## src/rtl/rxAccPkg.sv

```systemverilog
package rxAccPkg;
  localparam int ID_W   = 29;
  localparam int STD_W  = 11;
  localparam int DLC_W  = 4;
  localparam int DATA_W = 64;

  typedef struct packed {
    logic              msgVal;
    logic              uMask;
    logic              newDat;
    logic              eob;
    logic              dir;
    logic              rmtEn;
    logic              rxIE;
    logic              txIE;
    logic              intPnd;
    logic              msgLst;
    logic              txRqst;
    logic              xtd;
    logic              mXtd;
    logic [ID_W-1:0]   id;
    logic [ID_W-1:0]   mask;
    logic [DLC_W-1:0]  dlc;
    logic [DATA_W-1:0] data;
  } msgObj_t;

  localparam int OBJ_W = $bits(msgObj_t);

  typedef struct packed {
    logic capHdr;
    logic loadObj;
    logic wrObj;
  } dpCtl_t;
endpackage

```

## src/rtl/acceptMatch.sv

```systemverilog
module acceptMatch
  import rxAccPkg::*;
(
  input  msgObj_t         obj,
  input  logic [ID_W-1:0] rxId,
  input  logic            rxIde,
  input  logic            rxRtr,
  output logic            hit
);
  localparam logic [ID_W-1:0] STD_WIN = {{STD_W{1'b1}}, {(ID_W-STD_W){1'b0}}};

  logic [ID_W-1:0] careBits;
  logic            idOk;
  logic            xtdOk;

  always_comb begin
    careBits = (obj.uMask ? obj.mask : {ID_W{1'b1}}) &
               (rxIde ? {ID_W{1'b1}} : STD_WIN);
    idOk     = ((obj.id ^ rxId) & careBits) == '0;
    xtdOk    = (obj.xtd == rxIde) || (obj.uMask && !obj.mXtd);
    hit      = obj.msgVal && (obj.dir == rxRtr) && idOk && xtdOk;
  end
endmodule

```

## src/rtl/accFilterDp.sv

```systemverilog
module accFilterDp
  import rxAccPkg::*;
(
  input  logic              clk,
  input  logic              rst_n,
  input  dpCtl_t            ctl,
  input  logic [ID_W-1:0]   rxId,
  input  logic              rxIde,
  input  logic              rxRtr,
  input  logic [DLC_W-1:0]  rxDlc,
  input  logic [DATA_W-1:0] rxData,
  input  logic [OBJ_W-1:0]  ramRdData,
  output logic              hitNow,
  output logic              writeNeeded,
  output logic [OBJ_W-1:0]  ramWrData
);
  logic [ID_W-1:0]   hId;
  logic              hIde;
  logic              hRtr;
  logic [DLC_W-1:0]  hDlc;
  logic [DATA_W-1:0] hData;
  msgObj_t           objQ;
  msgObj_t           rdObj;
  msgObj_t           newObj;
  logic [ID_W-1:0]   storeId;

  assign rdObj = msgObj_t'(ramRdData);

  always_ff @(posedge clk or negedge rst_n) begin
    if (!rst_n) begin
      hId   <= '0;
      hIde  <= 1'b0;
      hRtr  <= 1'b0;
      hDlc  <= '0;
      hData <= '0;
    end else if (ctl.capHdr) begin
      hId   <= rxId;
      hIde  <= rxIde;
      hRtr  <= rxRtr;
      hDlc  <= rxDlc;
      hData <= rxData;
    end
  end

  always_ff @(posedge clk or negedge rst_n) begin
    if (!rst_n)           objQ <= '0;
    else if (ctl.loadObj) objQ <= rdObj;
  end

  acceptMatch u_match (
    .obj   (rdObj),
    .rxId  (hId),
    .rxIde (hIde),
    .rxRtr (hRtr),
    .hit   (hitNow)
  );

  assign writeNeeded = !(hRtr && !rdObj.rmtEn && !rdObj.uMask);

  always_comb begin
    storeId = hIde ? hId : {hId[ID_W-1 -: STD_W], {(ID_W-STD_W){1'b0}}};
    newObj  = objQ;
    if (hRtr && objQ.rmtEn) begin
      newObj.txRqst = 1'b1;
    end else begin
      newObj.id     = storeId;
      newObj.xtd    = hIde;
      newObj.dlc    = hDlc;
      if (!hRtr) newObj.data = hData;
      newObj.msgLst = objQ.msgLst | objQ.newDat;
      newObj.intPnd = objQ.intPnd | objQ.rxIE;
      newObj.newDat = 1'b1;
      newObj.txRqst = 1'b0;
    end
  end

  assign ramWrData = OBJ_W'(newObj);


  rmt_reply_chk: assert property (@(posedge clk) disable iff (!rst_n)
    (ctl.wrObj && hRtr && objQ.rmtEn) |->
      (newObj.txRqst && newObj.id == objQ.id && newObj.data == objQ.data &&
       newObj.newDat == objQ.newDat && newObj.dlc == objQ.dlc));


  std_id_clear_chk: assert property (@(posedge clk) disable iff (!rst_n)
    (ctl.wrObj && !hIde && !(hRtr && objQ.rmtEn)) |->
      (newObj.id[ID_W-STD_W-1:0] == '0));
endmodule

```

## src/rtl/accFilterCtrl.sv

```systemverilog
module accFilterCtrl
  import rxAccPkg::*;
#(
  parameter int NUM_OBJ = 32,
  localparam int IDX_W  = $clog2(NUM_OBJ)
) (
  input  logic             clk,
  input  logic             rst_n,
  input  logic             hdrValid,
  input  logic             hitNow,
  input  logic             writeNeeded,
  output dpCtl_t           ctl,
  output logic             ramRdEn,
  output logic             ramWrEn,
  output logic [IDX_W-1:0] ramAddr,
  output logic             scanDone,
  output logic             matchHit,
  output logic [IDX_W-1:0] matchIdx,
  output logic             busy
);
  localparam logic [IDX_W-1:0] LAST_IDX = IDX_W'(NUM_OBJ - 1);

  typedef enum logic [2:0] {S_IDLE, S_RD, S_CMP, S_WR, S_DONE} state_t;
  state_t          state;
  state_t          stateNxt;
  logic [IDX_W-1:0] idx;
  logic [IDX_W-1:0] prevAddr;
  logic             haveRd;

  always_comb begin
    stateNxt = state;
    unique case (state)
      S_IDLE: if (hdrValid) stateNxt = S_RD;
      S_RD:   stateNxt = S_CMP;
      S_CMP: begin
        if (hitNow)             stateNxt = writeNeeded ? S_WR : S_DONE;
        else if (idx == LAST_IDX) stateNxt = S_DONE;
        else                    stateNxt = S_RD;
      end
      S_WR:   stateNxt = S_DONE;
      S_DONE: stateNxt = S_IDLE;
      default: stateNxt = S_IDLE;
    endcase
  end

  always_ff @(posedge clk or negedge rst_n) begin
    if (!rst_n) state <= S_IDLE;
    else        state <= stateNxt;
  end

  always_ff @(posedge clk or negedge rst_n) begin
    if (!rst_n) begin
      idx      <= '0;
      matchHit <= 1'b0;
      matchIdx <= '0;
    end else if (ctl.capHdr) begin
      idx      <= '0;
      matchHit <= 1'b0;
      matchIdx <= '0;
    end else if (state == S_CMP) begin
      if (hitNow) begin
        matchHit <= 1'b1;
        matchIdx <= idx;
      end else if (idx != LAST_IDX) begin
        idx <= idx + IDX_W'(1);
      end
    end
  end

  always_comb begin
    ctl.capHdr  = (state == S_IDLE) && hdrValid;
    ctl.loadObj = (state == S_CMP);
    ctl.wrObj   = (state == S_WR);
  end

  assign ramRdEn  = (state == S_RD);
  assign ramWrEn  = (state == S_WR);
  assign ramAddr  = idx;
  assign scanDone = (state == S_DONE);
  assign busy     = (state != S_IDLE);

  always_ff @(posedge clk or negedge rst_n) begin
    if (!rst_n) begin
      haveRd   <= 1'b0;
      prevAddr <= '0;
    end else if (ctl.capHdr) begin
      haveRd   <= 1'b0;
    end else if (ramRdEn) begin
      haveRd   <= 1'b1;
      prevAddr <= ramAddr;
    end
  end


  scan_order_chk: assert property (@(posedge clk) disable iff (!rst_n)
    (ramRdEn && haveRd) |-> (ramAddr == prevAddr + IDX_W'(1)));


  done_pulse_chk: assert property (@(posedge clk) disable iff (!rst_n)
    scanDone |=> !scanDone);


  wr_then_done_chk: assert property (@(posedge clk) disable iff (!rst_n)
    ramWrEn |=> (scanDone && matchHit));


  miss_no_idx_chk: assert property (@(posedge clk) disable iff (!rst_n)
    (scanDone && !matchHit) |-> (matchIdx == '0 && haveRd && prevAddr == LAST_IDX));
endmodule

```

## src/rtl/rxAcceptFilter.sv

```systemverilog
module rxAcceptFilter
  import rxAccPkg::*;
#(
  parameter int NUM_OBJ = 32,
  localparam int IDX_W  = $clog2(NUM_OBJ)
) (
  input  logic              clk,
  input  logic              rst_n,
  input  logic              hdrValid,
  input  logic [ID_W-1:0]   rxId,
  input  logic              rxIde,
  input  logic              rxRtr,
  input  logic [DLC_W-1:0]  rxDlc,
  input  logic [DATA_W-1:0] rxData,
  output logic              busy,
  output logic              ramRdEn,
  output logic              ramWrEn,
  output logic [IDX_W-1:0]  ramAddr,
  output logic [OBJ_W-1:0]  ramWrData,
  input  logic [OBJ_W-1:0]  ramRdData,
  output logic              scanDone,
  output logic              matchHit,
  output logic [IDX_W-1:0]  matchIdx
);
  dpCtl_t ctl;
  logic   hitNow;
  logic   writeNeeded;

  accFilterCtrl #(.NUM_OBJ(NUM_OBJ)) u_ctrl (
    .clk         (clk),
    .rst_n       (rst_n),
    .hdrValid    (hdrValid),
    .hitNow      (hitNow),
    .writeNeeded (writeNeeded),
    .ctl         (ctl),
    .ramRdEn     (ramRdEn),
    .ramWrEn     (ramWrEn),
    .ramAddr     (ramAddr),
    .scanDone    (scanDone),
    .matchHit    (matchHit),
    .matchIdx    (matchIdx),
    .busy        (busy)
  );

  accFilterDp u_dp (
    .clk         (clk),
    .rst_n       (rst_n),
    .ctl         (ctl),
    .rxId        (rxId),
    .rxIde       (rxIde),
    .rxRtr       (rxRtr),
    .rxDlc       (rxDlc),
    .rxData      (rxData),
    .ramRdData   (ramRdData),
    .hitNow      (hitNow),
    .writeNeeded (writeNeeded),
    .ramWrData   (ramWrData)
  );

  msgObj_t lastRd;
  msgObj_t wrObjView;
  logic    rdPend;
  assign wrObjView = msgObj_t'(ramWrData);

  always_ff @(posedge clk or negedge rst_n) begin
    if (!rst_n) begin
      rdPend <= 1'b0;
      lastRd <= '0;
    end else begin
      rdPend <= ramRdEn;
      if (rdPend) lastRd <= msgObj_t'(ramRdData);
    end
  end


  msglst_sticky_chk: assert property (@(posedge clk) disable iff (!rst_n)
    (ramWrEn && lastRd.msgLst) |-> wrObjView.msgLst);


  rd_wr_excl_chk: assert property (@(posedge clk) disable iff (!rst_n)
    !(ramRdEn && ramWrEn));
endmodule

```

## config.mk

```make
export PLATFORM = sky130hd
export DESIGN_NAME = rxAcceptFilter
export DESIGN_NICKNAME = d
export VERILOG_FILES = /design/src/rtl/rxAccPkg.sv /design/src/rtl/acceptMatch.sv /design/src/rtl/accFilterDp.sv /design/src/rtl/accFilterCtrl.sv /design/src/rtl/rxAcceptFilter.sv
export SDC_FILE = /design/constraint.sdc
export NUM_CORES = 1
export LEC_CHECK = 0
export ABC_AREA = 0
export BUFFER_PORTS_ARGS = -buffer_cell sky130_fd_sc_hd__buf_2
export CAP_MARGIN = 20
export CORE_UTILIZATION = 51
export DETAILED_ROUTE_END_ITERATION = 6
export PLACE_DENSITY = 0.87
export SLEW_MARGIN = 20
export SYNTH_ARGS = -nofsm -noshare
export SYNTH_HDL_FRONTEND = slang
export SYNTH_SLANG_ARGS = --single-unit
```

## constraint.sdc

```tcl
create_clock -name clk -period 2.45 [get_ports clk]
set_input_delay 0.49 -clock clk [delete_from_list [all_inputs] [get_ports clk]]
set_output_delay 0.49 -clock clk [all_outputs]
set_load 0.005 [all_outputs]
```

# --- Yosys cells after proc, flatten, opt, wreduce, memory -nomap -nowiden ---
# Index checks and enable logic that the tools add are counted.
classes:
  eq_ne: 10
  n_reduce_logical: 20
  n_addsub: 1
  muxes: 25
  bitwise_logic: 5
op_table:
  columns: ["op", "count"]
  rows:
  - ["two-way mux 68 bit", 1]
  - ["two-way mux 64 bit", 1]
  - ["bitwise AND 29 bit", 2]
  - ["two-way mux 29 bit", 2]
  - ["two-way mux 18 bit", 2]
  - ["two-way mux 5 bit", 7]
  - ["logical NOT 29 bit", 1]
  - ["XOR 29 bit", 1]
  - ["two-way mux 3 bit", 4]
  - ["case mux 3 bit (4 select lines)", 1]
  - ["logical AND 1 bit", 8]
  - ["== test 3 x 2 -> 1 bit (second input constant)", 2]
  - ["two-way mux 1 bit", 6]
  - ["nonzero test 2 bit", 3]
  - ["adder 5 x 1 -> 5 bit (second input constant)", 1]
  - ["== test 5 bit (second input constant)", 1]
  - ["inequality test 5 bit (second input constant)", 1]
  - ["inequality test 2 bit (second input constant)", 2]
  - ["== test 3 x 1 -> 1 bit (second input constant)", 1]
  - ["== test 3 bit (second input constant)", 1]
  - ["logical NOT 1 bit", 3]
  - ["logical NOT 3 bit", 1]
  - ["AND reduction 3 bit", 1]
  - ["nonzero test 3 bit", 1]
  - ["5 further kinds", 7]
totals:
  regBits: 251
  inputBits: 241
  wordCells: 86
  output_inout_bits: 154

# --- Longest topological paths before layout ---
logic_depth:
  ltp_word: 9
  depth_mapped: 9
  ltp_nobuf: 9

# --- Hierarchy ---
# A second synthesis with hierarchy kept.
hier_totals:
  cells_unflattened: 831
  area_unflattened_um2: 11593.6
by_module_without_submodules:
  columns: ["mod", "cells_each", "n_inst", "area_each_um2", "seq_area_each_um2"]
  rows:
  - ["accFilterDp", 694, 1, 10332.4, 5930.7]
  - ["accFilterCtrl", 65, 1, 719.4, 350.3]
  - ["acceptMatch", 72, 1, 541.8, 0.0]

# --- Worst setup path after synthesis ---
# No wires, ideal clock.
synth_path:
  kind: "register -> output"
  start: "reg u_dp.hRtr"
  end: "out ramWrData[15]"
  path_stages_with_launch: 5
  required_ns: 1.960
  n_path_buf: 3
  slack_ns: 0.439
  t_arrival_ns: 1.521
  path_cell_list: "dfrtp_1 clkbuf_1 clkbuf_1 clkbuf_1 mux2_2"
synth_between:
  elab_chain_len: 2
  elab_cells_between_ends: 3
  classes_between: "mux (2); reduce/logical (1)"
synth_rtl:
  columns: ["item", "line_no", "rtl"]
  rows:
  - ["start, declared", "accFilterDp.sv:19", "logic hRtr;"]
  - ["start signal, assigned", "accFilterDp.sv:39", "hRtr <= rxRtr;"]
  - ["two-way mux 64 bit or logical AND 1 bit (tied branches)", "accFilterDp.sv:69, accFilterDp.sv:63", null]
  - ["two-way mux 68 bit *", "accFilterDp.sv:63", "if (hRtr && objQ.rmtEn) begin"]
  - ["end, declared", "rxAcceptFilter.sv:19", "output logic [OBJ_W-1:0] ramWrData,"]
# Mark *: on every way between the ends. The rest lies on a longest branch, timed or not.

# --- Final worst setup path ---
layout_path:
  start: "reg u_dp.hRtr"
  end: "out ramWrData[51]"
# The elaborated chain is that of the path after synthesis.

==> reports/qor.yml <==
boundaryPins: 395
p_per_area_mw_per_mm2: 1361
synthArstFlopShare_pct: 100.0
peakVddDrop_uv: 903.0
synthesis.area_mm2: 0.01169
dp.cells: 1707
synth_warnings: 0
start_util_pct: 51.77
grt_max_degree: 74
period_needed_ns: 2.420
relSlewSlack_pct: 64.05
grt_pass1_vias: 9963
worst-slew-pin-transition_ns: 0.5351
clk_pin_slew_worst_paths_ns: 0.06
reg2regPathDepth: 6
start_kind: "flop"
p_clk_share_pct: 21.0
whs_ns: 0.1313
drt_iter0_drc: 484
ant_nets: 0
instances_no_fill: 1765
p_int_mw: 12.93
row_count: 55
cp_top_family: "flip-flops"
crit_buf_inv: 2
drtPass1Iterations: 5
cts_buffers: 27
fin_util_pct: 65.51
min_period_over_period_pct: 98.78
grt-ovfl-total: 0
cp-endpoint: "ramWrData[51]"
seq_area_frac_synth_pct: 53.75
port_buffers: 393
path_cells: "buf_16 > mux2_2 > buf_2"
worstSetupStartpoint: "u_dp.hRtr"
die_h_um: 153.4
critical_path.max_fanout: 57
drive_above_1_share_pct: 45.55
comb_power_share_pct: 42.0
yosysTopAreaCellShare_pct: 53.75
cts-root-buf: "clkbuf_16"
hold_viol_final: 0
status: "complete, no violations"
fmax_ghz: 0.4132
r2r_slack_ns: 0.36
cts_setup_buffers: 0
worstHoldPathType: "input pin to flop"
areaGrowthSynthToFinish_pct: 26.53
p_sw_share_pct: 35.75
rsz0062_at_grt: "yes"
groute.usage.overall_pct: 28.56
clockBufferDepth: 3
htree_levels: 1
crit_type: "flop to primary output"
fin_skew_ns: 0.01224
p_seq_share_pct: 37.0
r2r-start: "u_dp.hRtr"
grt_pass1_wl_um: 52500
wl_per_cell_um: 19.31
wl_met2_um: 17480
die-area_mm2: 0.02352
drc_errors: 0
slew_viol_final: 0
regArea_mm2: 0.006282
m1WireLength_um: 12020
top_signal_layer_used: "met5"
fill_cells: 1661
synth_cell_types: 46
final-setup-viol-count: 0
drt_wl_total_um: 34080
design_area_mm2: 0.01479
leakage_nw: 7.625
syn_nets: 1343
final_cell_mix: "buf_2, nand2_1, dfrtp_1, mux2_2"
cts_tree: "yes"
final_common_cell: "buf_2"
synth_top_cell_by_area: "dfrtp_1"
synthTopCellsByArea: "dfrtp_1, mux2_2, nand2_1"
synth.ff_latch_count: 251
critical-path-slowest-cell: "dfrtp_2"
nets: 1695
cts.sinks: 251
core_region_area_mm2: 0.02257
maxCapViolations: 0
syn_avg_cell_area_um2: 10.62
worstSetupPathDepth: 3
crit_arrival_ns: 1.93
ys.flop_type: "dfrtp_1"
clk_latency_ns: 0.54
p_switching_mw: 7.192
critical-path-max-stage-delay_ns: 0.49
endpoint_kind: "primary output"
antenna_found_initial: 8
timing.rr.end: "u_ctrl.matchIdx[1]"
dr_wl_met3_um: 2888
multi_input_area_mm2: 0.004856
die-width_um: 153.4
via_per_inst: 5.440
synthCells: 1100
hpwl_um: 23550
worstPathRequired_ns: 1.96
routed-via-count: 9602
gp_congestion: 0.8674
synth_edf_count: 0
placed_area_mm2: 0.01382
sequential cells by signal, indices dropped and copies added (netlist names), 3 cells and up:
register and cells:
u_ctrl.matchIdx 5, u_ctrl.ramAddr 5, u_ctrl.state 3, u_dp.hData 64, u_dp.hDlc 4, u_dp.hId 29
u_dp.objQ 101, u_dp.ramWrData 37
power by group through the flow:
stage	Combinational (mW)	Clock (mW)	Sequential, mW
global route	9.18	4.43	7.64
floorplan	5.61	0	7.02
global placement	8.00	0	7.27
detailed placement	8.27	0	7.42
finish	8.46	4.22	7.44
CTS	8.43	4.30	7.39
routing by layer:
metal	track usage (%)	vias to the layer above
met4	12.81	2
li1	-	4333
met2	51.38	466
met3	7.287	103
met5	0	-
met1	31.75	4698
synth_stat cells (all sizes together) (2+ instances only):
cell type  count
nand2        392
nor3b          3
o22ai          3
buf           55
a21o           2
nor2b          2
a21oi          5
ha             2
nor3           4
mux2i          8
a41oi          4
nand2b        11
mux2         200
dfrtp        251
nand3         20
clkbuf        39
and3           2
xnor2          2
nand4          3
inv           15
o21ai         13
xor2          27
or3            2
a32oi          6
o211ai         4
or2b           4
a22oi          6
and4           3
stage by stage:
stage	total power, mW	TNS, ns	setup slack, ns
3_5_place_dp	15.68	0	0.1467
3_3_place_gp	15.27	0	0.1867
6_report	20.12	0	0.02996
4_1_cts	20.11	0	0.001094
2_1_floorplan	12.63	0	0.4390
5_1_grt	21.25	-0.3545	-0.03172
final cells by class:
cell class	instances	share of cell area [%]
Tap cell	285	2.412
Clock inverter	12	1.058
Inverter	15	0.3977
Sequential cell	251	42.49
Antenna cell	7	0.1185
Clock buffer	38	5.187
Timing Repair Buffer	417	15.50
Multi-Input combinational cell	740	32.84
how the worst min path moves through the flow:
stage / cells past startpoint / slack (ns) / startpoint / end
floorplan: 0 / 0.19 / rst_n / u_ctrl.matchHit
global placement: 1 / 0.42 / rst_n / u_dp.objQ[18]
detailed placement: 1 / 0.43 / rst_n / u_dp.objQ[18]
CTS: 3 / 0.11 / rxData[2] / u_dp.hData[2]
global route: 3 / 0.13 / rxId[1] / u_dp.hId[1]
finish: 3 / 0.13 / rxData[38] / u_dp.hData[38]
worst min-delay path, cell delays in order:
cell and delay (ns):
buf_2 0.08, nand2_1 0.04, nand2_1 0.04
cells by family after synthesis:
group	after synthesis	share of synthesized area, %
AOI/OAI and AO/OA	52	3.298
xor gates and xnor gates	29	2.174
and+or+nand+nor	449	15.70
buffers and inverters	109	4.914
adders and majority gates	2	0.2141
DFF	251	53.75
muxes	208	19.96
repair_timing:
action                                 4_1_cts  5_1_grt
endpoints found under the hold margin       42        0
hold buffers                                 1        0
setup endpoints to repair                    3       23
resized for setup                            2        2
No activity file was read; power rests on OpenSTA's default activity.
